--- src/rtl/rx_hold_pkg.sv ---
package rx_hold_pkg;
    typedef enum logic [1:0] {
        FILL_EMPTY   = 2'd0,
        FILL_PARTIAL = 2'd1,
        FILL_FULL    = 2'd2
    } fill_e;
endpackage

--- src/rtl/rx_hold_store.sv ---
module rx_hold_store #(
    parameter int DATA_W = 8,
    parameter int DEPTH  = 3,
    parameter int IDX_W  = 2
) (
    input  logic              clk,
    input  logic              rst_n,
    input  logic              wr_en,
    input  logic [IDX_W-1:0]  wr_idx,
    input  logic [DATA_W-1:0] wr_data,
    input  logic [IDX_W-1:0]  rd_idx,
    output logic [DATA_W-1:0] rd_data
);
    logic [DATA_W-1:0] slot [DEPTH];

    for (genvar g = 0; g < DEPTH; g++) begin : g_slot
        always_ff @(posedge clk) begin
            if (!rst_n) begin
                slot[g] <= '0;
            end else if (wr_en && (wr_idx == IDX_W'(g))) begin
                slot[g] <= wr_data;
            end
        end
    end

    always_comb begin
        rd_data = '0;
        for (int i = 0; i < DEPTH; i++) begin
            if (rd_idx == IDX_W'(i)) begin
                rd_data = slot[i];
            end
        end
    end
endmodule

--- src/rtl/rx_hold_ctrl.sv ---
module rx_hold_ctrl
    import rx_hold_pkg::*;
#(
    parameter int DEPTH = 3,
    parameter int IDX_W = 2,
    parameter int CNT_W = 2
) (
    input  logic             clk,
    input  logic             rst_n,
    input  logic             rx_en,
    input  logic             in_valid,
    input  logic             brk_evt,
    input  logic             rd_stb,
    output logic             in_ready,
    output logic             take,
    output logic             consume,
    output logic             full,
    output logic             drained,
    output logic [CNT_W-1:0] space,
    output logic [CNT_W-1:0] cnt,
    output logic [IDX_W-1:0] rd_idx,
    output logic [IDX_W-1:0] wr_idx
);
    localparam int               SUM_W   = CNT_W + 1;
    localparam logic [CNT_W-1:0] DEPTH_C = CNT_W'(DEPTH);
    localparam logic [SUM_W-1:0] DEPTH_S = SUM_W'(DEPTH);
    localparam logic [IDX_W-1:0] LAST_I  = IDX_W'(DEPTH - 1);

    fill_e            state_q, state_d;
    logic [CNT_W-1:0] cnt_q, cnt_d;
    logic [IDX_W-1:0] idx_q, idx_d;
    logic [SUM_W-1:0] slot_sum;
    logic             empty;

    assign full     = (state_q == FILL_FULL);
    assign empty    = (state_q == FILL_EMPTY);
    assign in_ready = rx_en && !full && !brk_evt;
    assign take     = brk_evt ? !full : (in_valid && in_ready);
    assign consume  = rd_stb && !empty;
    assign space    = rx_en ? (DEPTH_C - cnt_q) : '0;
    assign cnt      = cnt_q;
    assign rd_idx   = idx_q;
    assign slot_sum = SUM_W'(idx_q) + SUM_W'(cnt_q);
    assign wr_idx   = (slot_sum >= DEPTH_S) ? IDX_W'(slot_sum - DEPTH_S) : IDX_W'(slot_sum);
    assign drained  = (cnt_d == '0);

    always_comb begin
        cnt_d = cnt_q;
        if (take && !consume) begin
            cnt_d = cnt_q + 1'b1;
        end else if (consume && !take) begin
            cnt_d = cnt_q - 1'b1;
        end
    end

    always_comb begin
        idx_d = idx_q;
        if (consume && !drained) begin
            idx_d = (idx_q == LAST_I) ? '0 : idx_q + 1'b1;
        end
    end

    always_comb begin
        state_d = state_q;
        unique case (state_q)
            FILL_EMPTY: begin
                if (take) begin
                    state_d = (cnt_d == DEPTH_C) ? FILL_FULL : FILL_PARTIAL;
                end
            end
            FILL_PARTIAL: begin
                if (drained) begin
                    state_d = FILL_EMPTY;
                end else if (cnt_d == DEPTH_C) begin
                    state_d = FILL_FULL;
                end
            end
            FILL_FULL: begin
                if (consume) begin
                    state_d = drained ? FILL_EMPTY : FILL_PARTIAL;
                end
            end
            default: state_d = FILL_EMPTY;
        endcase
    end

    always_ff @(posedge clk) begin
        if (!rst_n) begin
            state_q <= FILL_EMPTY;
            cnt_q   <= '0;
            idx_q   <= '0;
        end else begin
            state_q <= state_d;
            cnt_q   <= cnt_d;
            idx_q   <= idx_d;
        end
    end
endmodule

--- src/rtl/rx_hold_flags.sv ---
module rx_hold_flags (
    input  logic clk,
    input  logic rst_n,
    input  logic take,
    input  logic consume,
    input  logic drained,
    input  logic full,
    input  logic brk_evt,
    input  logic err_clear,
    output logic rdy,
    output logic irq_rx,
    output logic brk,
    output logic irq_brk,
    output logic ovr
);
    always_ff @(posedge clk) begin
        if (!rst_n) begin
            rdy     <= 1'b0;
            irq_rx  <= 1'b0;
            brk     <= 1'b0;
            irq_brk <= 1'b0;
            ovr     <= 1'b0;
        end else begin
            if (take && !rdy) begin
                rdy    <= 1'b1;
                irq_rx <= 1'b1;
            end else if (consume && drained) begin
                rdy    <= 1'b0;
                irq_rx <= 1'b0;
            end

            if (brk_evt) begin
                brk <= 1'b1;
            end else if (consume && brk) begin
                brk <= 1'b0;
            end

            if ((brk_evt && !brk) || (consume && brk)) begin
                irq_brk <= 1'b1;
            end else if (err_clear) begin
                irq_brk <= 1'b0;
            end

            if (brk_evt && full) begin
                ovr <= 1'b1;
            end else if (err_clear) begin
                ovr <= 1'b0;
            end
        end
    end
endmodule

--- src/rtl/rx_hold_fifo.sv ---
module rx_hold_fifo #(
    parameter int DATA_W = 8,
    parameter int DEPTH  = 3,
    parameter int IDX_W  = (DEPTH > 1) ? $clog2(DEPTH) : 1,
    parameter int CNT_W  = $clog2(DEPTH + 1)
) (
    input  logic              clk,
    input  logic              rst_n,
    input  logic              rx_en,
    input  logic              in_valid,
    input  logic [DATA_W-1:0] in_data,
    output logic              in_ready,
    output logic [CNT_W-1:0]  space,
    input  logic              brk_evt,
    input  logic              rd_stb,
    output logic [DATA_W-1:0] rd_data,
    input  logic              err_clear,
    output logic              st_rx_ready,
    output logic              st_fifo_full,
    output logic              st_break,
    output logic              st_overrun,
    output logic              irq_rx_ready,
    output logic              irq_break
);
    logic             take, consume, full, drained;
    logic [CNT_W-1:0] cnt;
    logic [IDX_W-1:0] rd_idx, wr_idx;
    logic [DATA_W-1:0] wr_data;

    assign wr_data      = brk_evt ? '0 : in_data;
    assign st_fifo_full = full;

    rx_hold_ctrl #(.DEPTH(DEPTH), .IDX_W(IDX_W), .CNT_W(CNT_W)) u_ctrl (
        .clk(clk), .rst_n(rst_n), .rx_en(rx_en), .in_valid(in_valid),
        .brk_evt(brk_evt), .rd_stb(rd_stb), .in_ready(in_ready),
        .take(take), .consume(consume), .full(full), .drained(drained),
        .space(space), .cnt(cnt), .rd_idx(rd_idx), .wr_idx(wr_idx)
    );

    rx_hold_store #(.DATA_W(DATA_W), .DEPTH(DEPTH), .IDX_W(IDX_W)) u_store (
        .clk(clk), .rst_n(rst_n), .wr_en(take), .wr_idx(wr_idx),
        .wr_data(wr_data), .rd_idx(rd_idx), .rd_data(rd_data)
    );

    rx_hold_flags u_flags (
        .clk(clk), .rst_n(rst_n), .take(take), .consume(consume),
        .drained(drained), .full(full), .brk_evt(brk_evt),
        .err_clear(err_clear), .rdy(st_rx_ready), .irq_rx(irq_rx_ready),
        .brk(st_break), .irq_brk(irq_break), .ovr(st_overrun)
    );
endmodule

--- config.mk ---
export PLATFORM = sky130hd
export DESIGN_NAME = rx_hold_fifo
export DESIGN_NICKNAME = d
export VERILOG_FILES = /design/src/rtl/rx_hold_pkg.sv /design/src/rtl/rx_hold_store.sv /design/src/rtl/rx_hold_ctrl.sv /design/src/rtl/rx_hold_flags.sv /design/src/rtl/rx_hold_fifo.sv
export SDC_FILE = /design/constraint.sdc
export NUM_CORES = 1
export LEC_CHECK = 0
export BUFFER_PORTS_ARGS = -buffer_cell sky130_fd_sc_hd__buf_2
export CAP_MARGIN = 15
export CORE_AREA = 4 4 85 87
export CTS_BUF_LIST = sky130_fd_sc_hd__clkbuf_8
export CTS_CLUSTER_DIAMETER = 40
export DETAILED_ROUTE_END_ITERATION = 12
export DIE_AREA = 0 0 89 91
export GPL_TIMING_DRIVEN = 0
export PLACE_DENSITY_LB_ADDON = 0.3
export REMOVE_ABC_BUFFERS = 1
export SLEW_MARGIN = 20
export SYNTH_ARGS = -nofsm -noshare
export SYNTH_HDL_FRONTEND = slang
export SYNTH_HIERARCHICAL = 1
export SYNTH_SLANG_ARGS = --single-unit
--- constraint.sdc ---
create_clock -name clk -period 3 [get_ports clk]
set_input_delay 0 -clock clk [delete_from_list [all_inputs] [get_ports clk]]
set_output_delay 0 -clock clk [all_outputs]
set_load 0.05 [all_outputs]
== Yosys cells after proc, flatten, opt, wreduce, memory -nomap -nowiden ==
Memories as Yosys holds them, arrays and structs flattened.
Cells that the tools add are included.
Operators by class
  eq/ne operators: 10
  add/subtract/negate cells: 6
  muxes and demuxes: 37
  $lt $le $gt $ge: 1
  bitwise gates (word level): 3
  reduce and logical (&&, ||, !) cells: 33
Operators with widths (count)
  8-bit two-way mux: 7
  2-bit two-way mux: 10
  1-bit two-way mux: 19
  1-bit logical AND: 15
  2-bit == test, second input constant: 4
  1-bit zero test: 8
  2-bit zero test: 4
  2-bit nonzero test: 4
  2-bit by 1-bit == test with 1-bit output, second input constant: 3
  2-bit case mux with 3 select lines: 1
  2-bit by 1-bit adder with 2-bit output, second input constant: 2
  2-bit by 1-bit != test with 1-bit output, second input constant: 2
  2-bit by 2-bit adder with 3-bit output: 1
  3-bit by 2-bit >= comparator with 1-bit output, second input constant: 1
  3-bit by 1-bit != test with 1-bit output, second input constant: 1
  1-bit bitwise OR: 3
  3-bit AND reduction: 1
  2-bit by 1-bit subtractor with 2-bit output, second input constant: 1
  2-bit subtractor, first input constant: 1
  2-bit subtractor, second input constant: 1
  1-bit logical OR: 1
Word-level totals
  bits in registers: 10
  memory bits (writable): 24
  memories: 1
  bits of input ports: 15
  logic and storage cells: 98
Memory list
  u_store.slot: depth 3, width 8, read ports 3, clocked after Yosys merged registers in 0, write ports 3, line rx_hold_store.sv:14  | logic [DATA_W-1:0] slot [DEPTH];

== Logic depth before layout (Yosys ltp) ==
  depth after elaboration: 14
  mapped depth: 10
  gate-level depth less buffers: 10

== Modules after synthesis ==
The synthesis kept the hierarchy.
By module, submodules not included
  rx_hold_store: cells an instance 77, instances 1, sequential area each 720.7 um2, area an instance 1133.6 um2
  rx_hold_ctrl: cells an instance 71, instances 1, sequential area each 120.1 um2, area an instance 565.5 um2
  rx_hold_flags: cells an instance 15, instances 1, sequential area each 80.1 um2, area an instance 153.9 um2
  rx_hold_fifo: cells an instance 8, instances 1, sequential area each 0.0 um2, area an instance 50.0 um2

== Worst setup path before layout ==
Ideal clock, no wire load.
  kind: flip-flop to flip-flop
  start: register u_ctrl.state_q[1]
  end: register u_ctrl.idx_q[0] (netlist: u_ctrl/rd_idx[0])
  path buffers: 0
  period minus slack after synthesis: 2825 ps
  library setup time: 72 ps
  data arrival time: 2753 ps
  setup slack: 175 ps
  stages on the path, launching flop included: 10
  cells stage by stage: dfxtp_1 nor2b_1 nand2b_1 inv_1 ha_1 or3b_4 nor3_2 o32a_2 nand2b_4 mux2i_1
Between the ends
  word-level cells in the longest chain between the ends: 13
  elaborated cells on any way between the ends: 18
  classes of those cells: 1 x eq/ne; 3 x mux; 14 x reduce/logical
Ends and longest elaborated chain
  from (decl): line rx_hold_ctrl.sv:29  | fill_e state_q, state_d;
  from (signal assigned): line rx_hold_ctrl.sv:93  | state_q <= state_d;
  2-bit == test (*): line rx_hold_ctrl.sv:35  | assign full = (state_q == FILL_FULL);
  via st_fifo_full: line rx_hold_fifo.sv:19  | output logic st_fifo_full,
  1-bit zero test (*): line rx_hold_ctrl.sv:37, rx_hold_ctrl.sv:38
  1-bit logical AND (2 in series): line rx_hold_ctrl.sv:37  | assign in_ready = rx_en && !full && !brk_evt;
  1-bit logical AND: line rx_hold_ctrl.sv:38  | assign take = brk_evt ? !full : (in_valid && in_ready);
  1-bit two-way mux (*): line rx_hold_ctrl.sv:38
  via take: line rx_hold_fifo.sv:25  | logic take, consume, full, drained;
  1-bit zero test: line rx_hold_ctrl.sv:51  | end else if (consume && !take) begin
  1-bit logical AND: line rx_hold_ctrl.sv:51
  2-bit two-way mux: line rx_hold_ctrl.sv:51
  2-bit two-way mux (*): line rx_hold_ctrl.sv:49  | if (take && !consume) begin
  2-bit zero test (*): line rx_hold_ctrl.sv:45  | assign drained = (cnt_d == '0);
  via drained: line rx_hold_fifo.sv:25
  1-bit zero test (*): line rx_hold_ctrl.sv:58  | if (consume && !drained) begin
  1-bit logical AND (*): line rx_hold_ctrl.sv:58
  to (signal assigned): line rx_hold_ctrl.sv:95  | idx_q <= idx_d;
  to (decl): line rx_hold_ctrl.sv:31  | logic [IDX_W-1:0] idx_q, idx_d;
The timed path passes the listed nets; every way through them passes the cells marked *.
A chain may end at the register's enable or synchronous reset.

==> impl_metrics.sql <==
INSERT INTO impl_metrics (metric_group, metric, value, unit) VALUES
('setup_path', 'worstPathCellList', 'ha_1, inv_1, fa_1, inv_1, ha_1, nor2b_2, nand3_1, o21ai_2, inv_1, o21ai_4', ''),
('layout', 'n_fill_cell', '643', ''),
('pwr', 'power_density', '928', 'nW/µm²'),
('setup_path', 'reg2reg_to', 'u_store/slot[1][2]', ''),
('grt', 'grt_pass1_vias', '1282', ''),
('yosys', 'synthXorXnorAreaFrac', '0.00460', ''),
('layout', 'area_growth', '20.1', '%'),
('grt', 'grt_max_degree', '18', ''),
('floorplanning', 'die_w', '89', 'µm'),
('floorplanning', 'die_area', '8100', 'µm²'),
('floorplanning', 'starting_utilization_of_the_core_area', '0.300', ''),
('yosys', 'ys_types', '41', ''),
('cts', 'cts.sink_count', '34', ''),
('yosys', 'syn_area_per_cell', '11.1', 'µm²'),
('sta', 'hold_viol_final', '0', ''),
('yosys', 'post_synth_and_or_nand_nor_area_fraction', '0.237', ''),
('setup_path', 'worst_path_max_delay_cell', 'fa_1', ''),
('yosys', 'yosysWarningCount', '6', ''),
('floorplanning', 'placeableCoreArea', '6350', 'µm²'),
('pwr', 'vdd_ir_drop_max', '0.394', 'mV'),
('drt', 'routed_via_density', '4.69', ''),
('drt', 'drt_first_pass_iters', '4', ''),
('cts', 'tritoncts.num_buffers', '5', ''),
('hold_path', 'hold_start', 'brk_evt', ''),
('setup_path', 'critical_path_peak_fanout', '13', ''),
('yosys', 'ys_async_sr_fraction', '0', ''),
('grt', 'globalRouteTotalUtil', '0.105', ''),
('hold_path', 'timing.hold.worst_path_depth', '3', ''),
('pwr', 'p_total', '2.12', 'mW'),
('layout', 'drive_above_1_share', '0.274', ''),
('grt', 'grt_util_met3', '0.0299', ''),
('layout', 'layout.area.seq', '927', 'µm²'),
('setup_path', 'worst_ep_arrival_time', '2780', 'ps'),
('pwr', 'lkg_pwr', '0.916', 'nW'),
('setup_path', 'critical-path-top-cell-by-count', 'inv_1', ''),
('grt', 'globalRoute.busiestLayer', 'met2', ''),
('yosys', 'synth_compound_area_frac', '0.116', ''),
('yosys', 'synth_top_area_share', '0.379', ''),
('hold_path', 'min_delay_worst_endpoint', 'u_flags/ovr', ''),
('setup_path', 'critPathCaptureType', 'flip-flop', ''),
('drt', 'drt-initial-drc-count', '83', ''),
('setup_path', 'required', '2960', 'ps'),
('cts', 'h-tree-depth', '2', ''),
('sta', 'slew-limit-headroom', '0.747', ''),
('floorplanning', 'io_pins', '32', ''),
('floorplanning', 'num_rows', '29', ''),
('yosys', 'post_syn_area', '1900', 'µm²'),
('yosys', 'synth_edf_count', '24', ''),
('grt', 'gr-usage-met1', '0.136', ''),
('sta', 'setup_violations_final', '0', ''),
('job', 'cap_viol_max_count', '0', ''),
('placed_design', 'gp_congestion', '0.738', ''),
('drt', 'postRouteWirelength', '4.01', 'mm'),
('yosys', 'synth_seq_cells', '34', ''),
('layout', 'multi_input_area', '940', 'µm²'),
('setup_path', 'rr_startpoint', 'u_ctrl/rd_idx[0]', ''),
('run_status', 'outcome', 'complete, no violations', ''),
('placed_design', 'placed_cells', '274', ''),
('grt', 'grt_antenna_before_repair', '0', ''),
('drt', 'antenna_violating_nets_post_route', '0', ''),
('sta', 'fmax', '0.354', 'GHz'),
('sta', 'timing_worst_slew_pin_value', '379', 'ps'),
('yosys', 'synth_mux_area_frac', '0.0631', ''),
('setup_path', 'worst_setup_path_start_kind', 'flip-flop', ''),
('cts', 'clock_latency', '290', 'ps'),
('placed_design', 'place.port_buffers', '31', ''),
('cts', 'clk_pin_slew_worst_paths', '70', 'ps'),
('setup_path', 'type_of_the_worst_setup_path', 'reg2reg', ''),
('cts', 'cts_tree', 'yes', ''),
('yosys', 'synth.top_cells.by_area', 'edfxtp_1 (38%), dfxtp_1 (11%), and2_1 (7.9%)', ''),
('layout', 'finish.net_count', '229', '');
-- worst max-delay path: cells and delay by family (launching register included) --
kind                       cells  cell delay [ps]
adders and majority gates      3              930
and+or+nand+nor                2              330
buffers and inverters          3              250
AOI/OAI and AO/OA              2              500
DFF                            1              490
-- cell families after synthesis --
| group | count (synthesis) |
|---|---|
| buf+inv | 16 |
| flops | 34 |
| simple gates | 69 |
| mux | 12 |
| xor+xnor | 1 |
| fa+ha+maj | 7 |
| compound gates | 32 |
-- cell usage in the layout, fill, tap and decap left out, types with 2 or more instances in the layout --
master / n
inv_1: 11
a21oi_1: 4
and4b_4: 2
nor3_1: 2
mux2i_1: 12
o22ai_1: 2
nand2b_1: 4
buf_2: 31
o21ai_4: 3
nor2b_1: 13
o21ai_0: 3
clkbuf_8: 5
edfxtp_1: 24
and2_1: 24
o2bb2ai_1: 8
nor2_1: 3
dfxtp_2: 2
ha_1: 6
dfxtp_1: 7
nand3_1: 2
dlygate4sd3_1: 2
nand2_1: 8
-- worst max path at each step --
stage / end / depth (start not counted)
after floorplan: u_store/slot[2][0] / 10
after global placement: u_store/slot[2][3] / 10
after detailed placement: u_store/slot[2][3] / 10
after CTS: u_store/slot[1][5] / 10
after global routing: u_store/slot[1][2] / 10
final: u_store/slot[1][2] / 10
-- flip-flops by register name, summed over array words and instances (netlist names), named ones only --
| register | cells |
|---|---|
| u_ctrl/cnt | 1 |
| u_ctrl/rd_idx | 2 |
| u_ctrl/state_q | 2 |
| u_flags/brk | 1 |
| u_flags/irq_brk | 1 |
| u_flags/irq_rx | 1 |
| u_flags/ovr | 1 |
| u_store/slot | 24 |
-- per-layer routing --
metal,share of wire,wire [µm]
met1,0.45,1830
met2,0.49,1950
met3,0.043,172
met4,0.017,67
met5,0,0
-- power breakdown --
group	internal, mW	switching (mW)	total, mW
Sequential	0.671	0.0845	0.756
Combinational	0.337	0.694	1.03
Clock	0.159	0.174	0.333
Total	1.17	0.953	2.12
-- area by class of cell --
cell class	count	area share
Clock buffer	5	0.0301
Inverter	11	0.0181
Multi-Input combinational cell	121	0.411
Clock inverter	3	0.00712
Sequential cell	34	0.406
Tap cell	77	0.0422
Timing Repair Buffer	34	0.0854
-- per-stage QoR --
stage                     area [µm²]   util  setup slack, ps  hold WS (ps)  TNS (ps)
after global routing            2280  0.360             22.7           151         0
final                           2280  0.360              177           124         0
after global placement          2110  0.332             -971           228    -23840
after CTS                       2250  0.354             36.8           120         0
after detailed placement        2110  0.332             -677           231    -17590
after floorplan                 1860      -             -198          94.3     -3910
-- timing repair --
| item | 4_1_cts | 5_1_grt |
|---|---|---|
| gates resized for setup | 9 | 5 |
| endpoints found under the setup margin | 48 | 48 |
| pin swaps | 0 | 1 |
| hold endpoints to repair | 2 | 0 |
| buffers inserted | 0 | 1 |
| hold buffers | 2 | 0 |
Power figures use the tool's default switching activity.
